$ cat src/rtl/sram_rd_out.sv
module sram_rd_out #(
  parameter int DW = 36
) (
  input  logic          clk,
  input  logic          rst_n,
  input  logic          cmd_valid,
  input  logic          ce_n,
  input  logic          ce,
  input  logic          wr,
  input  logic          rd_vld,
  input  logic [DW-1:0] rd_data,
  input  logic          pipe_mode,
  input  logic          oe_n,
  output logic [DW-1:0] dq_out,
  output logic          dq_oe
);

  typedef enum logic [1:0] {K_IDLE, K_RD, K_WR, K_DS} kind_t;

  kind_t         s1_kind;
  kind_t         s1_next;
  logic          s2_rd;
  logic [DW-1:0] q_reg;
  logic          sel;
  logic          wr_now;
  logic          pipe_en;
  logic          s1_rd;
  logic          src_on;

  assign sel     = ~ce_n & ce;
  assign wr_now  = cmd_valid & sel & wr;
  assign pipe_en = (pipe_mode !== 1'b0);
  assign s1_rd   = (s1_kind == K_RD);

  always_comb begin
    s1_next = s1_kind;
    if (cmd_valid) begin
      if (!sel)    s1_next = K_DS;
      else if (wr) s1_next = K_WR;
      else         s1_next = K_RD;
    end
  end

  always_ff @(posedge clk) begin
    if (!rst_n) begin
      s1_kind <= K_IDLE;
      s2_rd   <= 1'b0;
      q_reg   <= '0;
    end else begin
      s1_kind <= s1_next;
      s2_rd   <= s1_rd & rd_vld;
      if (s1_rd & rd_vld) q_reg <= rd_data;
    end
  end

  assign src_on = pipe_en ? s2_rd : (s1_rd & rd_vld);
  assign dq_oe  = src_on & ~oe_n & ~wr_now;
  assign dq_out = dq_oe ? (pipe_en ? q_reg : rd_data) : '0;

endmodule


$ cat config.mk
export PLATFORM = sky130hd
export DESIGN_NAME = sram_rd_out
export DESIGN_NICKNAME = d
export VERILOG_FILES = /design/src/rtl/sram_rd_out.sv
export SDC_FILE = /design/constraint.sdc
export NUM_CORES = 1
export LEC_CHECK = 0
export BUFFER_PORTS_ARGS = -buffer_cell sky130_fd_sc_hd__buf_2
export CORE_MARGIN = 2
export CORE_UTILIZATION = 45
export CTS_BUF_LIST = sky130_fd_sc_hd__clkbuf_4
export DETAILED_ROUTE_END_ITERATION = 6
export HOLD_SLACK_MARGIN = 0.1
export PLACE_DENSITY = 0.85
export REMOVE_ABC_BUFFERS = 1
export SLEW_MARGIN = 40
export SYNTH_ARGS = -nofsm -noshare
export SYNTH_HDL_FRONTEND = slang
export SYNTH_SLANG_ARGS = --single-unit
export TNS_END_PERCENT = 5
$ cat constraint.sdc
create_clock -name clk -period 1.8 [get_ports clk]
set_input_delay 0.54 -clock clk [delete_from_list [all_inputs] [get_ports clk]]
set_output_delay 0.54 -clock clk [all_outputs]
set_load 0.05 [all_outputs]
==> summary.md, run 1 <==
| Metric | Value |
|---|---|
| Critical path data arrival time | 1.67 ns |
| Placed instance area | 2640 µm² |
| Site Rows | 25 |
| Skew final | 0.00701 ns |
| Starting Density | 45.9% |
| Synth Cell Area | 2140 µm² |
| Clk_lat worst skew | 0.33 ns |
| Synth warn | 0 |
| Max Cap Viol | 0 |
| Slew Limit Fails | 0 |
| DRC | 0 |
| 1st-iter DRT viols | 106 |
| Post-Layout Cell Count | 433 |
| Final setup margin | -0.410 ns |
| Most used cell, CP | buf_6 |
| Simple-Gate Fraction of Synth Area | 34.8% |
| Largest net degree at the start of global routing | 42 |
| Mux contribution to synthesized area | 0% |
| Router iterations before antenna repair | 5 |
| #FFs+latches synth | 39 |
| Largest family of logic cells by synthesized area | simple AND/OR/NAND/NOR gates |
| Area Growth Syn to Fin | 44.7% |
| Final ANT Viol Nets | 0 |
| Compound-Gate Fraction of Synth Area | 22.0% |
| Failing checks | negative setup slack |
| Top delay family on crit path | buffers and inverters |
| DP HPWL | 3.45 mm |
| Post-DR vias/cell | 5.29 |
| Mapped Cells | 293 |
| Startpoint Class | flip-flop |
| P per Cell Area | 561 nW/µm² |
| Setup WS pre-CTS | -0.336 ns |
| Status | complete, but fails checks |
| ANT cells | 0 |
| Setup-failing EPs final | 37 |
| Placed insts | 417 |
| Slowest stage delay, CP | 0.34 ns |
| Final hold violation count | 0 |
| Die extent in x | 72.9 µm |
| Leak | 1.16 nW |
| # hold bufs at CTS | 0 |
| GRT Total Usage | 20.3% |
| Final wirelength | 5.88 mm |
| Ratio of cells with drive above 1 in the final layout | 36.4% |
| Fin area | 3090 µm² |
| Total gr overflow | 0 |
| GP Congestion | 0.746 |
| Commonest cells after routing, fill and taps aside | nand2_1, buf_2, dfxtp_1 |
| Num CTS Buffers | 5 |
| Worst path cell trace | and3b_2 > buf_6 > clkbuf_16 > nand3b_1 > a21oi_2 > buf_6 |
| Avg Synthesized Cell Area | 7.30 µm² |
| Nets | 423 |
| Adder-cell area share of the yosys netlist | 0% |
| Crit-path slowest cell | dfxtp_2 |
| Clock-pin slew on the worst setup and hold paths | 0.11 ns |
| Fmax | 452 MHz |
| RSZ-0062 raised after global routing | true |
| CTS sink cnt | 39 |
| DR WL/cell | 13.6 µm |
| Synth unique cells | 19 |
| Final min period | 2.21 ns |
| CP max FO | 8 |
| Commonest non-fill, non-tap cell in the layout | nand2_1 |
| Initial antenna violation count | 0 |
| Worst min path class | in2reg |
| CP Capture Type | primary output |
| Clock buffer depth | 2 |
| Die height | 72.9 µm |
| Crit Path Category | reg2out |
| Relative slew slack | 78.8% |
| H-tree levels | 2 |
| Ports | 82 |
| DR vias | 2289 |
| CP Buf/Inv Count | 3 |
| CTS root buffer | clkbuf_4 |
| Max FFs per register | 36 |
| Global-route wire length before repair | 8.55 mm |
| Number of global-route vias before repair | 2034 |
| Peak supply drop | 0.460 mV |
| Area share of xor/xnor cells in the synthesized design | 0% |
| Required @ worst endpoint | 1.26 ns |
| Port-buffer cells | 81 |
| Core Region | 4660 µm² |
| Die area | 5320 µm² |
| Sequential fraction of the synthesis area | 36.5% |
| Slew @ Worst Pin | 0.319 ns |
| CTS tree | done |
| Final Cycle Share | 123% |
| WHS | 0.442 ns |
==> metal layers <==
layer / up-vias / routed length (µm) / part of all wire, % / GRT usage [%]
met3: 5 / 202 / 3.4 / 3.59
met2: 62 / 3190 / 54 / 38.5
li1: 1150 / - / - / -
met5: - / 0 / 0 / 0
met4: 0 / 36 / 0.61 / 6.17
met1: 1072 / 2450 / 42 / 23.0
==> layout make-up <==
cell class                      instances  area, µm²
Clock inverter                          1       5.00
Timing Repair Buffer                  104        890
Clock buffer                            7       52.6
Tap cell                               54       67.6
Multi-Input combinational cell        228       1300
Fill cell                             404       1570
Sequential cell                        39        782
==> stage by stage <==
stage                     power (mW)  utilization (%)  TNS, ns
after CTS                       1.73             62.5   -12.53
after detailed placement        1.25             56.7   -10.96
after global placement          1.24             56.7   -10.52
after global routing            1.83             66.4   -15.57
after floorplan                 1.08                -   -71.12
final                           1.74             66.4   -12.60
==> worst reg2reg max path: stages (launching register included) <==
cell	delay, ns
dfxtp_2	0.35
and3b_2	0.22
buf_6	0.13
buf_4	0.13
buf_4	0.12
bufbuf_16	0.27
buf_4	0.14
and2_1	0.15
==> where the power goes <==
| part | internal (mW) | switching (mW) |
|---|---|---|
| registers | 0.896 | 0.0159 |
| clock network | 0.183 | 0.261 |
| logic | 0.173 | 0.206 |
==> worst paths after layout <==
path                            slack, ns   startpoint   endpoint  depth (start not counted)
worst max register to register       0.19   s1_kind[1]      s2_rd                          7
worst min register to register       0.46     q_reg[4]   q_reg[4]                          2
worst max-delay path                -0.41   s1_kind[1]  dq_out[2]                          6
worst min-delay path                 0.44  rd_data[31]  q_reg[31]                          3
==> cell families after synthesis <==
kind of cell | count (synthesis)
AO/OA/AOI/OAI | 75
AND/OR/NAND/NOR | 153
buffers and inverters | 26
flip-flops | 39
==> synthesized netlist by cell type (all sizes together) <==
cell type    n  area share [%]
dfxtp       39              37
clkbuf      12             2.1
a21boi      36              13
nand4b       1            0.41
and3b        1            0.41
nand2      108              19
nand3b      38              14
o211a        1            0.47
buf         14             4.6
nor2         2            0.35
o21ai        1            0.23
a21oi       37             8.7
and2         1            0.29
nor3b        1            0.35
nand2b       1            0.29
==> repair_timing <==
action	4_1_cts	5_1_grt
cloned	2	1
setup endpoints to repair	37	37
pin swaps	0	2
resized for setup	46	40
setup buffers	4	1
Power figures use the tool's default switching activity.
==> inputs of run 2 (changes only) <==
Settings changed: CTS_CLUSTER_SIZE set to 20.
Clock period 1.8 ns to 2.6 ns, I/O delays scaled along.
==> run 2 against run 1 <==
The run still ends with negative setup slack left; die area stayed put; non-clock buffer count shrank 8; hold slack improved by 0.019 ns; clock skew is 0.0041 ns lower; total power fell by 32%; sequential share of layout area up 1.5 points; global-route usage fell by 2.4 points; utilization shrank 3.9 points.
==> summary.md, run 2 (same netlist as run 1, synthesis figures left out) <==
| Metric | Value |
|---|---|
| Initial antenna violation count | 0 (unchanged) |
| Final min period | 2.61 ns |
| GRT Total Usage | 17.9% (-2.4 points) |
| # hold bufs at CTS | 0 (unchanged) |
| Post-DR vias/cell | 5.22 (-1.3%) |
| Slew @ Worst Pin | 0.767 ns (+0.448 ns) |
| R2r worst-path depth | 3 (-4) |
| Router iterations before antenna repair | 4 (-1) |
| Seq. cell area | 781 µm² (-0.16%) |
| Area Growth Syn to Fin | 36.3% |
| Number of global-route vias before repair | 1796 (-12%) |
| Max FFs per register | 36 (unchanged) |
| Clock power frac | 26.0% (+0.4 points) |
| Final Cycle Share | 100% |
| Status | complete, but fails checks |
| Failing checks | negative setup slack |
| Largest net degree at the start of global routing | 42 (unchanged) |
| Nets | 415 (-1.9%) |
| Setup-failing EPs final | 2 (-95%) |
| DP HPWL | 3.34 mm (-3.1%) |
| Core Region | 4660 µm² (unchanged) |
| P_int | 0.837 mW (-33%) |
| ANT cells | 0 (unchanged) |
| Die area | 5320 µm² (unchanged) |
| Reg-to-Reg End | q_reg[24] |
| Worst R2R Setup Slack | 1.11 ns (+0.92 ns) |
| Commonest non-fill, non-tap cell in the layout | nand2_1 |
| Num CTS Buffers | 5 (unchanged) |
| CTS root buffer | clkbuf_4 |
| DR vias | 2218 (-3.1%) |
| Final setup margin | -0.0106 ns (+0.399 ns) |
| Placed insts | 410 (-1.7%) |
| CTS sink cnt | 39 (unchanged) |
| Clock buffer depth | 2 (unchanged) |
| Site Rows | 25 (unchanged) |
| Final wirelength | 5.51 mm (-6.3%) |
| Post-Layout Cell Count | 425 (-1.8%) |
| RSZ-0062 raised after global routing | true |
| GP Congestion | 0.717 (-3.8%) |
| CP Capture Type | primary output |
| Starting Density | 45.9% (unchanged) |
| H-tree levels | 2 (unchanged) |
| Required @ worst endpoint | 1.82 ns (+0.56 ns) |
| Ports | 82 (unchanged) |
| Area of the multi-input gates | 1260 µm² (-3.0%) |
| Relative slew slack | 48.6% (-30 points) |
| Worst min path class | reg2reg |
| P per Cell Area | 405 nW/µm² (-28%) |
| Leak | 1.09 nW (-6.2%) |
| Skew final | 0.00295 ns (-0.00406 ns) |
| Sw frac | 29.0% (+1.1 points) |
| Commonest cells after routing, fill and taps aside | nand2_1, buf_2, dfxtp_1 |
| Slew Limit Fails | 0 (unchanged) |
| Port-buffer cells | 81 (unchanged) |
| Die extent in x | 72.9 µm (unchanged) |
| Max Cap Viol | 0 (unchanged) |
| Ratio of cells with drive above 1 in the final layout | 31.3% (-5.1 points) |
| Layout fillers | 407 (+0.74%) |
| Hold EP | q_reg[27] |
| CP max FO | 8 (unchanged) |
| Fmax | 383 MHz |
| NetSw | 0.342 mW (-29%) |
| 1st-iter DRT viols | 94 (-11%) |
| Crit Path Category | in2out |
| Final hold violation count | 0 (unchanged) |
| Total gr overflow | 0 (unchanged) |
| Final ANT Viol Nets | 0 (unchanged) |
| Peak supply drop | 0.242 mV (-48%) |
| Critical path data arrival time | 1.83 ns (+0.16 ns) |
| Hold Crit Start | q_reg[27] |
| Die height | 72.9 µm (unchanged) |
| Clk_lat worst skew | 0.34 ns (about the same) |
| DR WL/cell | 13.0 µm (-4.6%) |
| CTS tree | done |
| Startpoint Class | input pin |
| Worst r2r src | s1_kind[1] |
| Clock-pin slew on the worst setup and hold paths | 0.11 ns (about the same) |
| Global-route wire length before repair | 7.58 mm (-11%) |
| Hold Path Depth | 2 (-1) |
| Seq pwr share | 53.5% (+1.0 points) |
| WHS | 0.462 ns (+0.0194 ns) |
| DRC | 0 (unchanged) |
| Pwr Total | 1.18 mW (-32%) |
| Comb power frac | 20.5% (-1.4 points) |
run 2: changes by cell type in the layout (fill, tap and decap cells not counted), moves of 2 or more:
| cell | delta |
|---|---|
| buf_6 | -18 |
| a21oi_1 | +11 |
| a21oi_2 | -11 |
| clkbuf_4 | +10 |
| clkbuf_16 | +3 |
| buf_4 | -2 |
| clkinv_1 | +2 |
run 2: critical path: stages:
cell and delay (ns):
buf_6 0.07, and3b_4 0.32, clkbuf_16 0.19, nand3b_1 0.11
a21oi_2 0.18, buf_6 0.18
run 2: through the flow:
step | setup TNS [ns] | utilization [%] | setup slack [ns] | cell area (µm²)
floorplan | -45.45 | - | -1.23 | 1990
global placement | -0.0414 | 55.3 | -0.0273 | 2580
detailed placement | -0.145 | 55.3 | -0.0489 | 2580
CTS | 0 | 56.9 | 0.000579 | 2650
global route | -0.310 | 62.5 | -0.0512 | 2910
finish | -0.0120 | 62.5 | -0.0106 | 2910
run 2: cell type report:
cell class,instances,area share [%]
multi-input combinational,228,43.2
sequential,39,26.8
clock buffer,6,1.55
clock inverter,2,0.258
timing repair buffer,96,25.9
tap,54,2.32
run 2: how the worst max path moves through the flow:
| stage | depth (start not counted) | end | from |
|---|---|---|---|
| CTS | 6 | dq_out[18] | rd_vld |
| finish | 6 | dq_out[27] | rd_vld |
| global placement | 6 | dq_out[10] | rd_vld |
| floorplan | 3 | dq_out[0] | rd_vld |
| detailed placement | 6 | dq_out[18] | rd_vld |
| global route | 6 | dq_out[27] | rd_vld |
run 2: power groups by stage:
stage	clock network, mW	logic [mW]	registers, mW
floorplan	0	0.107	0.642
global placement	0	0.204	0.643
detailed placement	0	0.210	0.645
CTS	0.315	0.211	0.631
global route	0.346	0.261	0.634
finish	0.307	0.242	0.631
run 2: layer usage:
layer	GRT usage (%)	vias up	wire (µm)
li1	-	1129	-
met1	21.3	1016	2450
met2	31.6	67	2770
met3	4.97	6	255
met4	4.73	0	33
met5	0	-	0
run 2: repair_timing:
item	4_1_cts	5_1_grt
pin swaps	0	2
gates cloned	0	4
resized for setup	8	62
endpoints found under the setup margin	8	35
buffers inserted	0	3
==> inputs of run 3 (changes only) <==
Clock period 2.6 ns to 3 ns, I/O delays scaled along.
==> run 3 against run 2 <==
The run now ends clean; setup slack gained 0.12 ns; hold slack got worse by 0.0018 ns; via count is 3.7% lower; routed wire length fell by 13%; final cell count decreased by 2.4%; sequential cell count unchanged; first-iteration DRC count is 15% higher; combinational power is 28% lower; sequential power down 13%; critical path type unchanged; critical endpoint is now dq_out[0].
==> summary.md, run 3 (same netlist as run 1, synthesis figures left out) <==
| Metric | Value |
|---|---|
| Initial antenna violation count | 0 (unchanged) |
| Clock power frac | 24.6% (-1.4 points) |
| CP max FO | 40 (+32) |
| 1st-iter DRT viols | 108 (+15%) |
| Postcts setup bufs | 0 (unchanged) |
| Final wirelength | 4.80 mm (-13%) |
| Clock buffer depth | 2 (unchanged) |
| H-tree levels | 2 (unchanged) |
| Final Cycle Share | 96.3% |
| Required @ worst endpoint | 2.10 ns (+0.28 ns) |
| GP Congestion | 0.776 (+8.2%) |
| Leak | 1.02 nW (-7.0%) |
| Final Core Density | 55.5% (-7.0 points) |
| Crit Path Category | in2out |
| Post-cts resize count | 0 (-8) |
| Final ANT Viol Nets | 0 (unchanged) |
| Largest net degree at the start of global routing | 42 (unchanged) |
| Clk_lat worst skew | 0.32 ns (-0.02 ns) |
| Peak supply drop | 0.253 mV (+4.8%) |
| Number of global-route vias before repair | 1741 (-3.1%) |
| RSZ-0062 raised after global routing | false |
| Port-buffer cells | 81 (unchanged) |
| CTS root buffer | clkbuf_4 |
| Worst R2R Setup Slack | 1.52 ns (+0.41 ns) |
| Slew @ Worst Pin | 0.762 ns (-0.00488 ns) |
| P_int | 0.689 mW (-18%) |
| Comb power frac | 18.2% (-2.3 points) |
| CTS sink cnt | 39 (unchanged) |
| Ports | 82 (unchanged) |
| Die height | 72.9 µm (unchanged) |
| GRT Total Usage | 17.1% (-0.84 points) |
| Post-DR vias/cell | 5.15 (-1.3%) |
| Fmax | 346 MHz |
| Critical path data arrival time | 1.99 ns (+0.16 ns) |
| Final hold violation count | 0 (unchanged) |
| Commonest cells after routing, fill and taps aside | nand2_1, buf_2, dfxtp_1 |
| CP endpoint | dq_out[0] |
| Die extent in x | 72.9 µm (unchanged) |
| Die area | 5320 µm² (unchanged) |
| # hold bufs at CTS | 0 (unchanged) |
| P per Cell Area | 370 nW/µm² (-8.7%) |
| Sw frac | 28.0% (-1.0 points) |
| DP HPWL | 3.30 mm (-1.2%) |
| Slew Limit Fails | 0 (unchanged) |
| Reg-to-Reg End | q_reg[35] |
| Worst r2r src | s1_kind[1] |
| Relative slew slack | 48.9% (+0.33 points) |
| Fin area | 2590 µm² (-11%) |
| CTS tree | done |
| Site Rows | 25 (unchanged) |
| Global-route wire length before repair | 7.31 mm (-3.5%) |
| Max FFs per register | 36 (unchanged) |
| Router iterations before antenna repair | 4 (unchanged) |
| Setup crit start | rd_vld |
| Worst min path class | reg2reg |
| Skew final | 0.00299 ns (+0.0000459 ns) |
| Num CTS Buffers | 5 (unchanged) |
| Setup-failing EPs final | 0 (-2) |
| Seq pwr share | 57.2% (+3.7 points) |
| NetSw | 0.268 mW (-22%) |
| Max Cap Viol | 0 (unchanged) |
| R2r worst-path depth | 3 (unchanged) |
| Startpoint Class | input pin |
| ANT cells | 0 (unchanged) |
| CP Capture Type | primary output |
| Starting Density | 45.9% (unchanged) |
| Clock-pin slew on the worst setup and hold paths | 0.10 ns (about the same) |
| Ratio of cells with drive above 1 in the final layout | 26.6% (-4.7 points) |
| Final min period | 2.89 ns |
| Placed instance area | 2540 µm² (-1.6%) |
| Area Growth Syn to Fin | 21.0% |
| DR WL/cell | 11.6 µm (-11%) |
| Status | finished clean |
| Commonest non-fill, non-tap cell in the layout | nand2_1 |
| Core Region | 4660 µm² (unchanged) |
| DRC | 0 (unchanged) |
| Pwr Total | 0.956 mW (-19%) |
| Nets | 406 (-2.2%) |
| DR vias | 2137 (-3.7%) |
| Total gr overflow | 0 (unchanged) |
==> run 3: cell count changes in the layout (fill, tap and decap cells not counted), moves of 2 or more <==
| cell | previous run | this run |
|---|---|---|
| buf_6 | 7 | 0 |
| a21oi_2 | 11 | 0 |
| buf_12 | 4 | 2 |
| clkbuf_16 | 4 | 0 |
| buf_2 | 45 | 80 |
| a21oi_1 | 26 | 37 |
| clkbuf_4 | 17 | 6 |
| buf_4 | 25 | 4 |
==> run 3: metal layers <==
| metal | GRT usage [%] | up-vias | share of wire [%] |
|---|---|---|---|
| li1 | - | 1109 | - |
| met1 | 21.2 | 970 | 44 |
| met2 | 29.8 | 56 | 51 |
| met3 | 3.45 | 2 | 4.6 |
| met4 | 4.94 | 0 | 0.37 |
| met5 | 0 | - | 0 |
==> run 3: area by class of cell <==
| class | instances | area (µm²) |
|---|---|---|
| Multi-Input combinational cell | 228 | 1210 |
| Sequential cell | 39 | 781 |
| Fill cell | 474 | 2070 |
| Clock inverter | 2 | 8.76 |
| Timing Repair Buffer | 87 | 478 |
| Tap cell | 54 | 67.6 |
| Clock buffer | 5 | 37.5 |
==> run 3: worst min-delay path by stage <==
| stage | start | to | slack [ns] | cells past startpoint |
|---|---|---|---|---|
| 2_1_floorplan | q_reg[10] | q_reg[10] | 0.44 | 2 |
| 3_3_place_gp | q_reg[23] | q_reg[23] | 0.44 | 2 |
| 3_5_place_dp | q_reg[16] | q_reg[16] | 0.45 | 2 |
| 4_1_cts | q_reg[16] | q_reg[16] | 0.46 | 2 |
| 5_1_grt | q_reg[12] | q_reg[12] | 0.48 | 2 |
| 6_report | q_reg[4] | q_reg[4] | 0.46 | 2 |
==> run 3: power by group through the flow <==
stage / registers (mW) / logic [mW] / clock network [mW]
after detailed placement: 0.559 / 0.175 / 0
after global routing: 0.549 / 0.192 / 0.268
after floorplan: 0.556 / 0.0929 / 0
after CTS: 0.547 / 0.175 / 0.250
after global placement: 0.557 / 0.172 / 0
final: 0.547 / 0.174 / 0.235
==> run 3: worst max-delay path, stage by stage <==
cell and delay (ns):
buf_2 0.09, and3b_2 0.25, buf_12 0.20, nand3b_1 0.09, a21oi_1 0.15, buf_2 0.29
==> run 3: through the flow <==
stage	hold WS, ns	worst slack [ns]	TNS, ns	std cells
CTS	0.461	0.116	0	415
global placement	0.440	0.125	0	408
finish	0.460	0.111	0	415
detailed placement	0.445	0.116	0	408
global route	0.475	0.00378	0	415
floorplan	0.435	-1.07	-39.53	267
